`src/rtl/hbrPkg.sv`:
```
package hbrPkg;
  localparam int unsigned HBR_DATA_W      = 64;
  localparam int unsigned HBR_NUM_WIN     = 4;
  localparam int unsigned HBR_WIN_IDX_W   = (HBR_NUM_WIN > 1) ? $clog2(HBR_NUM_WIN) : 1;
  localparam int unsigned HBR_STRIDE_LOG2 = 6;
  localparam logic [1:0]  HBR_SIZE_DW     = 2'd3;

  localparam logic [HBR_DATA_W-1:0] HBR_CTRL_RESET =
    (64'h1 << 20) | (64'h1 << 32) | (64'h2 << 36);

  localparam int unsigned IDX_CTRL     = 0;
  localparam int unsigned IDX_ERR_STAT = 1;
  localparam int unsigned IDX_ERR_MASK = 2;
  localparam int unsigned IDX_FLUSH    = 3;
  localparam int unsigned IDX_BASE0    = 4;
  localparam int unsigned IDX_MASK0    = IDX_BASE0 + HBR_NUM_WIN;
  localparam int unsigned IDX_XLATE0   = IDX_MASK0 + HBR_NUM_WIN;
  localparam int unsigned IDX_END      = IDX_XLATE0 + HBR_NUM_WIN;

  typedef enum logic [2:0] {
    SEL_ZERO,
    SEL_CTRL,
    SEL_BASE,
    SEL_MASK,
    SEL_XLATE
  } regSel_e;

  typedef struct packed {
    logic                     wrEn;
    logic                     rdEn;
    regSel_e                  sel;
    logic [HBR_WIN_IDX_W-1:0] win;
  } strobe_t;
endpackage

```
`src/rtl/hbrDecode.sv`:
```
module hbrDecode
  import hbrPkg::*;
#(
  parameter int unsigned       ADDR_W    = 20,
  parameter logic [ADDR_W-1:0] BASE_ADDR = 'h4000
) (
  input  logic              clk,
  input  logic              rstN,
  input  logic              reqValid,
  input  logic              reqWrite,
  input  logic [ADDR_W-1:0] reqAddr,
  input  logic [1:0]        reqSize,
  output strobe_t           strb,
  output logic              rspValid,
  output logic              rspError
);
  localparam int unsigned IDX_W = ADDR_W - HBR_STRIDE_LOG2;

  logic [IDX_W-1:0] regIdx;
  logic [31:0]      idxWide;
  logic             sizeOk;
  logic             rdOk;
  logic             wrOk;
  logic             legal;
  regSel_e          selNext;
  logic [31:0]      winWide;

  assign regIdx  = IDX_W'((reqAddr - BASE_ADDR) >> HBR_STRIDE_LOG2);
  assign idxWide = 32'(regIdx);
  assign sizeOk  = (reqSize == HBR_SIZE_DW);

  always_comb begin
    selNext = SEL_ZERO;
    rdOk    = 1'b0;
    wrOk    = 1'b0;
    winWide = '0;
    if (idxWide == IDX_CTRL) begin
      selNext = SEL_CTRL;
      rdOk    = 1'b1;
      wrOk    = 1'b1;
    end else if (idxWide == IDX_ERR_STAT) begin
      rdOk = 1'b1;
      wrOk = 1'b1;
    end else if (idxWide == IDX_ERR_MASK) begin
      rdOk = 1'b1;
    end else if (idxWide == IDX_FLUSH) begin
      rdOk = 1'b1;
      wrOk = 1'b1;
    end else if (idxWide >= IDX_BASE0 && idxWide < IDX_MASK0) begin
      selNext = SEL_BASE;
      winWide = idxWide - IDX_BASE0;
      rdOk    = 1'b1;
      wrOk    = 1'b1;
    end else if (idxWide >= IDX_MASK0 && idxWide < IDX_XLATE0) begin
      selNext = SEL_MASK;
      winWide = idxWide - IDX_MASK0;
      rdOk    = 1'b1;
      wrOk    = 1'b1;
    end else if (idxWide >= IDX_XLATE0 && idxWide < IDX_END) begin
      selNext = SEL_XLATE;
      winWide = idxWide - IDX_XLATE0;
      rdOk    = 1'b1;
      wrOk    = 1'b1;
    end
  end

  assign legal     = reqValid && sizeOk && (reqWrite ? wrOk : rdOk);
  assign strb.wrEn = legal && reqWrite;
  assign strb.rdEn = legal && !reqWrite;
  assign strb.sel  = selNext;
  assign strb.win  = HBR_WIN_IDX_W'(winWide);

  always_ff @(posedge clk) begin
    if (!rstN) begin
      rspValid <= 1'b0;
      rspError <= 1'b0;
    end else begin
      rspValid <= reqValid;
      rspError <= reqValid && !legal;
    end
  end
endmodule

```
`src/rtl/hbrRegFile.sv`:
```
module hbrRegFile
  import hbrPkg::*;
(
  input  logic                              clk,
  input  logic                              rstN,
  input  strobe_t                           strb,
  input  logic [HBR_DATA_W-1:0]             wdata,
  output logic [HBR_DATA_W-1:0]             rdata,
  output logic [HBR_DATA_W-1:0]             ctrlOut,
  output logic [HBR_NUM_WIN*HBR_DATA_W-1:0] baseOut,
  output logic [HBR_NUM_WIN*HBR_DATA_W-1:0] maskOut,
  output logic [HBR_NUM_WIN*HBR_DATA_W-1:0] xlateOut
);
  logic [HBR_DATA_W-1:0] ctrlQ;
  logic [HBR_DATA_W-1:0] baseQ  [HBR_NUM_WIN];
  logic [HBR_DATA_W-1:0] maskQ  [HBR_NUM_WIN];
  logic [HBR_DATA_W-1:0] xlateQ [HBR_NUM_WIN];
  logic [HBR_DATA_W-1:0] readMux;

  always_ff @(posedge clk) begin
    if (!rstN)                                   ctrlQ <= HBR_CTRL_RESET;
    else if (strb.wrEn && strb.sel == SEL_CTRL)  ctrlQ <= wdata;
  end

  for (genvar w = 0; w < HBR_NUM_WIN; w++) begin : gWin
    logic hit;
    assign hit = strb.wrEn && (strb.win == HBR_WIN_IDX_W'(w));

    always_ff @(posedge clk) begin
      if (!rstN) begin
        baseQ[w]  <= '0;
        maskQ[w]  <= '0;
        xlateQ[w] <= '0;
      end else if (hit) begin
        if (strb.sel == SEL_BASE)  baseQ[w]  <= wdata;
        if (strb.sel == SEL_MASK)  maskQ[w]  <= wdata;
        if (strb.sel == SEL_XLATE) xlateQ[w] <= wdata;
      end
    end

    assign baseOut [w*HBR_DATA_W +: HBR_DATA_W] = baseQ[w];
    assign maskOut [w*HBR_DATA_W +: HBR_DATA_W] = maskQ[w];
    assign xlateOut[w*HBR_DATA_W +: HBR_DATA_W] = xlateQ[w];
  end

  always_comb begin
    case (strb.sel)
      SEL_CTRL:  readMux = ctrlQ;
      SEL_BASE:  readMux = baseQ[strb.win];
      SEL_MASK:  readMux = maskQ[strb.win];
      SEL_XLATE: readMux = xlateQ[strb.win];
      default:   readMux = '0;
    endcase
  end

  always_ff @(posedge clk) begin
    if (!rstN)          rdata <= '0;
    else if (strb.rdEn) rdata <= readMux;
    else                rdata <= '0;
  end

  assign ctrlOut = ctrlQ;
endmodule

```
`src/rtl/hbrRegs.sv`:
```
module hbrRegs
  import hbrPkg::*;
#(
  parameter int unsigned       ADDR_W    = 20,
  parameter logic [ADDR_W-1:0] BASE_ADDR = 'h4000
) (
  input  logic                              clk,
  input  logic                              rstN,
  input  logic                              reqValid,
  input  logic                              reqWrite,
  input  logic [ADDR_W-1:0]                 reqAddr,
  input  logic [1:0]                        reqSize,
  input  logic [HBR_DATA_W-1:0]             reqWdata,
  output logic                              rspValid,
  output logic                              rspError,
  output logic [HBR_DATA_W-1:0]             rspRdata,
  output logic [HBR_DATA_W-1:0]             ctrlReg,
  output logic [HBR_NUM_WIN*HBR_DATA_W-1:0] winBase,
  output logic [HBR_NUM_WIN*HBR_DATA_W-1:0] winMask,
  output logic [HBR_NUM_WIN*HBR_DATA_W-1:0] winXlate
);
  strobe_t strb;

  hbrDecode #(.ADDR_W(ADDR_W), .BASE_ADDR(BASE_ADDR)) uDecode (
    .clk      (clk),
    .rstN     (rstN),
    .reqValid (reqValid),
    .reqWrite (reqWrite),
    .reqAddr  (reqAddr),
    .reqSize  (reqSize),
    .strb     (strb),
    .rspValid (rspValid),
    .rspError (rspError)
  );

  hbrRegFile uRegFile (
    .clk      (clk),
    .rstN     (rstN),
    .strb     (strb),
    .wdata    (reqWdata),
    .rdata    (rspRdata),
    .ctrlOut  (ctrlReg),
    .baseOut  (winBase),
    .maskOut  (winMask),
    .xlateOut (winXlate)
  );
endmodule

```
`config.mk`:
```
export PLATFORM = sky130hd
export DESIGN_NAME = hbrRegs
export DESIGN_NICKNAME = d
export VERILOG_FILES = /design/src/rtl/hbrPkg.sv /design/src/rtl/hbrDecode.sv /design/src/rtl/hbrRegFile.sv /design/src/rtl/hbrRegs.sv
export SDC_FILE = /design/constraint.sdc
export NUM_CORES = 1
export LEC_CHECK = 0
export BUFFER_PORTS_ARGS = -buffer_cell sky130_fd_sc_hd__buf_4
export CAP_MARGIN = 10
export CORE_AREA = 2 2 388 390
export DETAILED_ROUTE_END_ITERATION = 6
export DIE_AREA = 0 0 390 392
export SETUP_SLACK_MARGIN = 0.02
export SKIP_CTS_REPAIR_TIMING = 1
export SLEW_MARGIN = 10
export SYNTH_ARGS = -nofsm -noshare
export SYNTH_HDL_FRONTEND = slang
export SYNTH_SLANG_ARGS = --single-unit
```
`constraint.sdc`:
```
create_clock -name clk -period 11.5 [get_ports clk]
set_clock_uncertainty 0.2 [all_clocks]
set_input_delay 2.875 -clock clk [delete_from_list [all_inputs] [get_ports clk]]
set_output_delay 2.875 -clock clk [all_outputs]
set_load 0.02 [all_outputs]
```
Yosys cells after proc, flatten, opt, wreduce, memory -nomap -nowiden
Memory sizes are Yosys's and may differ from the RTL's.
Index checks and enable logic that the tools add are counted.
Widths: inputs -> output; s select.
- magnitude comparators: 6
- bitwise gates (word level): 12
- add/sub/neg operators: 4
- muxes and demuxes: 78
- reductions and logical operators: 18
- eq/ne operators: 11
- operator list (operator ; number):
    $mux 64 ; 12
    $pmux 64 s4 ; 1
    $mux 1 ; 51
    $logic_not 32->1 ; 1
    $eq 14x2->1 const B ; 2
    $ge 14x4->1 const B ; 2
    $lt 14x4->1 const B ; 2
    $mux 3 ; 7
    $sub 20x15->20 const B ; 1
    $eq 14x1->1 const B ; 1
    $ge 14x3->1 const B ; 1
    $lt 14x5->1 const B ; 1
    $mux 2 ; 7
    $logic_and 1x1->1 ; 13
    $or 1x1->1 ; 12
    $eq 2x2->1 const B ; 3
    $eq 3x2->1 const B ; 2
    $sub 2x1->2 const B ; 3
    $eq 3x1->1 const B ; 1
    $eq 3x3->1 const B ; 1
    $eq 2x1->1 const B ; 1
    $logic_not 1->1 ; 2
    $logic_not 2->1 ; 1
    $reduce_and 2->1 ; 1
- word-level logic and storage cells: 136
- output and inout port bits: 898
- register bits after elaboration: 130
- memory bits (writable): 768
- memories kept: 3
- memory list (name ; depth ; width ; rd ports ; clocked after Yosys merged registers in ; wr ports ; RTL line ; RTL):
    uRegFile.baseQ ; 4 ; 64 ; 5 ; 0 ; 4 ; hbrRegFile.sv:15 ; logic [HBR_DATA_W-1:0] baseQ [HBR_NUM_WIN];
    uRegFile.maskQ ; 4 ; 64 ; 5 ; 0 ; 4 ; hbrRegFile.sv:16 ; logic [HBR_DATA_W-1:0] maskQ [HBR_NUM_WIN];
    uRegFile.xlateQ ; 4 ; 64 ; 5 ; 0 ; 4 ; hbrRegFile.sv:17 ; logic [HBR_DATA_W-1:0] xlateQ [HBR_NUM_WIN];

Depth between registers and ports, before layout
- depth after elaboration: 18
- gate-level depth with buffers: 11
- mapped depth without buffers: 8

Cells and area by module
Synthesis repeated with hierarchy kept, for this count alone.
- cell total of the unflattened synthesis: 2891
- area, all modules: 39376.5 um^2
- by module, submodules not included (module ; area an instance (um^2) ; cells an instance ; sequential area each (um^2) ; instances):
    hbrRegFile ; 39200.1 ; 2868 ; 25624.6 ; 1
    hbrDecode ; 176.4 ; 23 ; 40.0 ; 1

Worst setup path before layout
Ideal clock, no wire load.
- kind: input to register
- from: in reqAddr[14]
- to: mem uRegFile.maskQ[2][0], enable pin
- path buffers: 3
- path slack: 1800 ps
- cell stages on the path: 9
- data required time: 10726 ps
- data arrival time: 8926 ps
- cells stage by stage: inv_1 -> ha_1 -> xnor2_1 -> nand4_1 -> or4b_1 -> clkbuf_1 -> buf_2 -> clkbuf_1 -> o21ai_0
- RTL lines (what ; RTL line ; RTL):
    start, declared ; hbrRegs.sv:11 ; input logic [ADDR_W-1:0] reqAddr,
    end, declared ; hbrRegFile.sv:16 ;

==> flow_summary.ini <==
[run_status]
outcome = completed

[yosys]
ys_types = 36
synth_mux_area_share_pct = 0
synth_fa_ha_area_share_pct = 0.0650
synth_top_family_by_area = simple AND/OR/NAND/NOR gates
yosys.area_share.simple_pct = 15.7
synth-seq-cells = 898
synth_compound_area_share_pct = 14.1
synth_cells = 2920
synth_xor_area_share_pct = 0.0455
synth_warnings = 0
syn_area_um2 = 38500
syn_nets = 3012
synth_area_per_cell_um2 = 13.2
synth_seq_area_share_pct = 66.7

[clock_tree]
htreeDepth = 3
clkLatencyLatePin_ns = 0.73
cts_buffers = 100
cts_root_buf = clkbuf_16
tritoncts = done
path_clk_slew_ns = 0.06
clkSinkCount = 898
clock_path_buffers = 3

[setup_path]
worst_r2r_endpoint = uRegFile.rdata[2]
critical-path-slowest-cell = or4b_4
ff2ff_path_depth = 3
crit_top_cell = buf_4
start_kind = primary input
worstSetupStartpoint = reqAddr[14]
crit_path_cell_trace = buf_4, inv_1, ha_1, xnor2_1, nand4_1, buf_4, or4b_4, buf_4, o21ai_4, buf_4, buf_4
crit_type = in -> reg
r2r_slack_ns = 9.54
r2r_start = uRegFile.maskQ[2][2]
crit_path_end_kind = flop
slowest_delay_ns = 0.79
crit_family = buffers and inverters
cp.arrival_ns = 6.89
critPathRequiredTime_ns = 11.63
critPathMaxFanout = 45
timing.critical_path.buf_inv = 6

[floorplanning]
rows = 142
boundaryPins = 988
die_h_um = 392
start_util_pct = 25.8
core_area_um2 = 149000
die_x_um = 390
die-area_um2 = 153000

[placement]
place_ws_ns = 4.02
gp_congestion = 0.861
dp_hpwl_um = 123000
numPortBuffers = 981

[grt]
met3_usage_pct = 7.51
grt_overflow = 0
grtUsageMet1_pct = 30.0
top_usage_layer = met2
grt_use_met2_pct = 36.8
antenna_found_initial = 15
grt_pass1_vias = 29518
grt_pass1_wl_um = 250000
grt_max_degree = 119
grt_usage_pct = 23.7

[sta]
fin_crit_sh_pct = 58.7
finalWorstSetupSlack_ns = 4.74
period_minus_slack_ns = 6.76
tns_ns = 0
setup_viol = 0
worst_pin_slew_ns = 1.36
rsz0062_at_grt = no
hold_viol_final = 0
fmax_ghz = 0.148
relSlewSlack_pct = 9.04
drv_slew = 0

[routing]
routed_wl_um = 189000
drtIter0Drc = 3227
first_pass_iters = 5
drc_errors = 0
post_drt_wl_per_cell_um = 32.4
viasPerCell = 5.19
num_vias = 30247
drtAntennaViolNets = 0

[worst_hold_path]
min_path_type = reg -> reg
hold_start = uRegFile.ctrlOut[3]
holdPathEnd = uRegFile.ctrlOut[3]
hold_depth = 2

[power]
vdd_ir_drop_max_mv = 0.115
leakagePower_nw = 18.7
pwr_density_cell_nw_per_um2 = 150

[cells_and_area]
final_nets = 3882
final_cell_mix = buf_4 (1045), and2_1 (769), edfxtp_1 (768), a22oi_1 (384), nand2_1 (198)
layout-drive-gt1-share_pct = 31.9
final_common_cell = buf_4
fillers = 14606
area_delta_synth_final_pct = 32.6

[job]
maxCapViolCount = 0
[routing by layer]
| layer | vias up | part of all wire (%) |
|---|---|---|
| li1 | 12421 | - |
| met1 | 15367 | 39 |
| met2 | 2061 | 45 |
| met3 | 396 | 11 |
| met4 | 2 | 4.8 |
| met5 | - | 0.0095 |
[per-stage QoR]
stage | std cells | utilization (%) | area [um2] | power, mW | hold WS, ns
finish | 5829 | 34.3 | 51000 | 7.68 | 0.281
CTS | 5819 | 34.2 | 51000 | 7.72 | 0.282
global route | 5820 | 34.2 | 51000 | 7.86 | 0.305
detailed placement | 5632 | 32.1 | 47700 | 4.52 | 0.271
floorplan | 2920 | - | 38500 | 4.11 | 0.341
global placement | 5632 | 32.1 | 47700 | 4.52 | 0.264
[area by class of cell]
cell class | instances | area (um2) | area share (%)
Sequential cell | 898 | 25700 | 50.3
Multi-Input combinational cell | 1735 | 11700 | 22.9
Timing Repair Buffer | 1051 | 7970 | 15.6
Clock buffer | 159 | 2930 | 5.74
Tap cell | 1944 | 2430 | 4.77
Clock inverter | 28 | 299 | 0.586
Antenna cell | 10 | 25.0 | 0.0491
Inverter | 4 | 15.0 | 0.0294
[how the worst max path moves through the flow]
stage	endpoint	slack (ns)	depth (start not counted)
finish	uRegFile.maskQ[0][14]	4.74	11
global route	uRegFile.maskQ[0][14]	4.64	11
CTS	uRegFile.maskQ[0][13]	4.82	11
detailed placement	uRegFile.maskQ[0][58]	4.02	11
global placement	uRegFile.maskQ[0][58]	4.06	11
floorplan	uRegFile.maskQ[2][0]	1.80	9
[kinds of logic (layout without fill, tap and decap cells)]
kind of cell / after synthesis / after routing
other: 0 / 10
buffers and inverters: 287 / 1242
adders and majority gates: 2 / 2
xor gates and xnor gates: 2 / 2
and+or+nand+nor: 1015 / 1015
DFF: 898 / 898
AOI/OAI and AO/OA: 716 / 716
[cell usage after synthesis]
master	n	share of area, %
and2_1	770	13
edfxtp_1	768	60
a22oi_1	384	7.5
nand2_1	199	1.9
a21o_1	192	3.7
dfxtp_1	130	6.8
clkbuf_1	120	1.2
buf_2	87	1.1
a41oi_1	64	1.5
clkbuf_2	55	0.72
a21boi_0	52	1.0
buf_4	15	0.29
o21ai_0	13	0.17
nor2_4	12	0.35
a21boi_1	10	0.20
buf_1	5	0.049
nand3_1	5	0.065
nor4_4	5	0.28
inv_1	4	0.039
nand2b_4	3	0.11
nor2_1	3	0.029
nor3_1	3	0.039
or4_1	3	0.059
or4_4	3	0.088
ha_1	2	0.065
nand2b_1	2	0.033
nand4b_1	2	0.046
buf_6	1	0.029
nand4_1	1	0.016
nor4_1	1	0.016
nor4_2	1	0.033
o31ai_1	1	0.020
or3_1	1	0.016
or4b_1	1	0.026
xnor2_1	1	0.023
xor2_1	1	0.023
[where the power goes]
| part | leakage [nW] | internal, mW | total (mW) | switching, mW |
|---|---|---|---|---|
| clock network | 1.56 | 1.82 | 3.22 | 1.40 |
| registers | 8.33 | 3.67 | 3.77 | 0.102 |
| logic | 8.81 | 0.222 | 0.687 | 0.465 |
| total | 18.7 | 5.71 | 7.68 | 1.96 |
[sequential cells by signal (all words and copies together) (netlist names)]
| register | cells |
|---|---|
| uDecode.rspError | 1 |
| uRegFile.xlateQ | 256 |
| uRegFile.rdata | 64 |
| uRegFile.ctrlOut | 64 |
| uRegFile.baseQ | 256 |
| uDecode.rspValid | 1 |
| uRegFile.maskQ | 256 |
[worst min-delay path, cell delays in order, from the launching register on]
cell and delay, ns:
dfxtp_1 0.33, nand2_1 0.06, a21boi_1 0.05
Note: power is estimated with default switching activity, not from simulation.
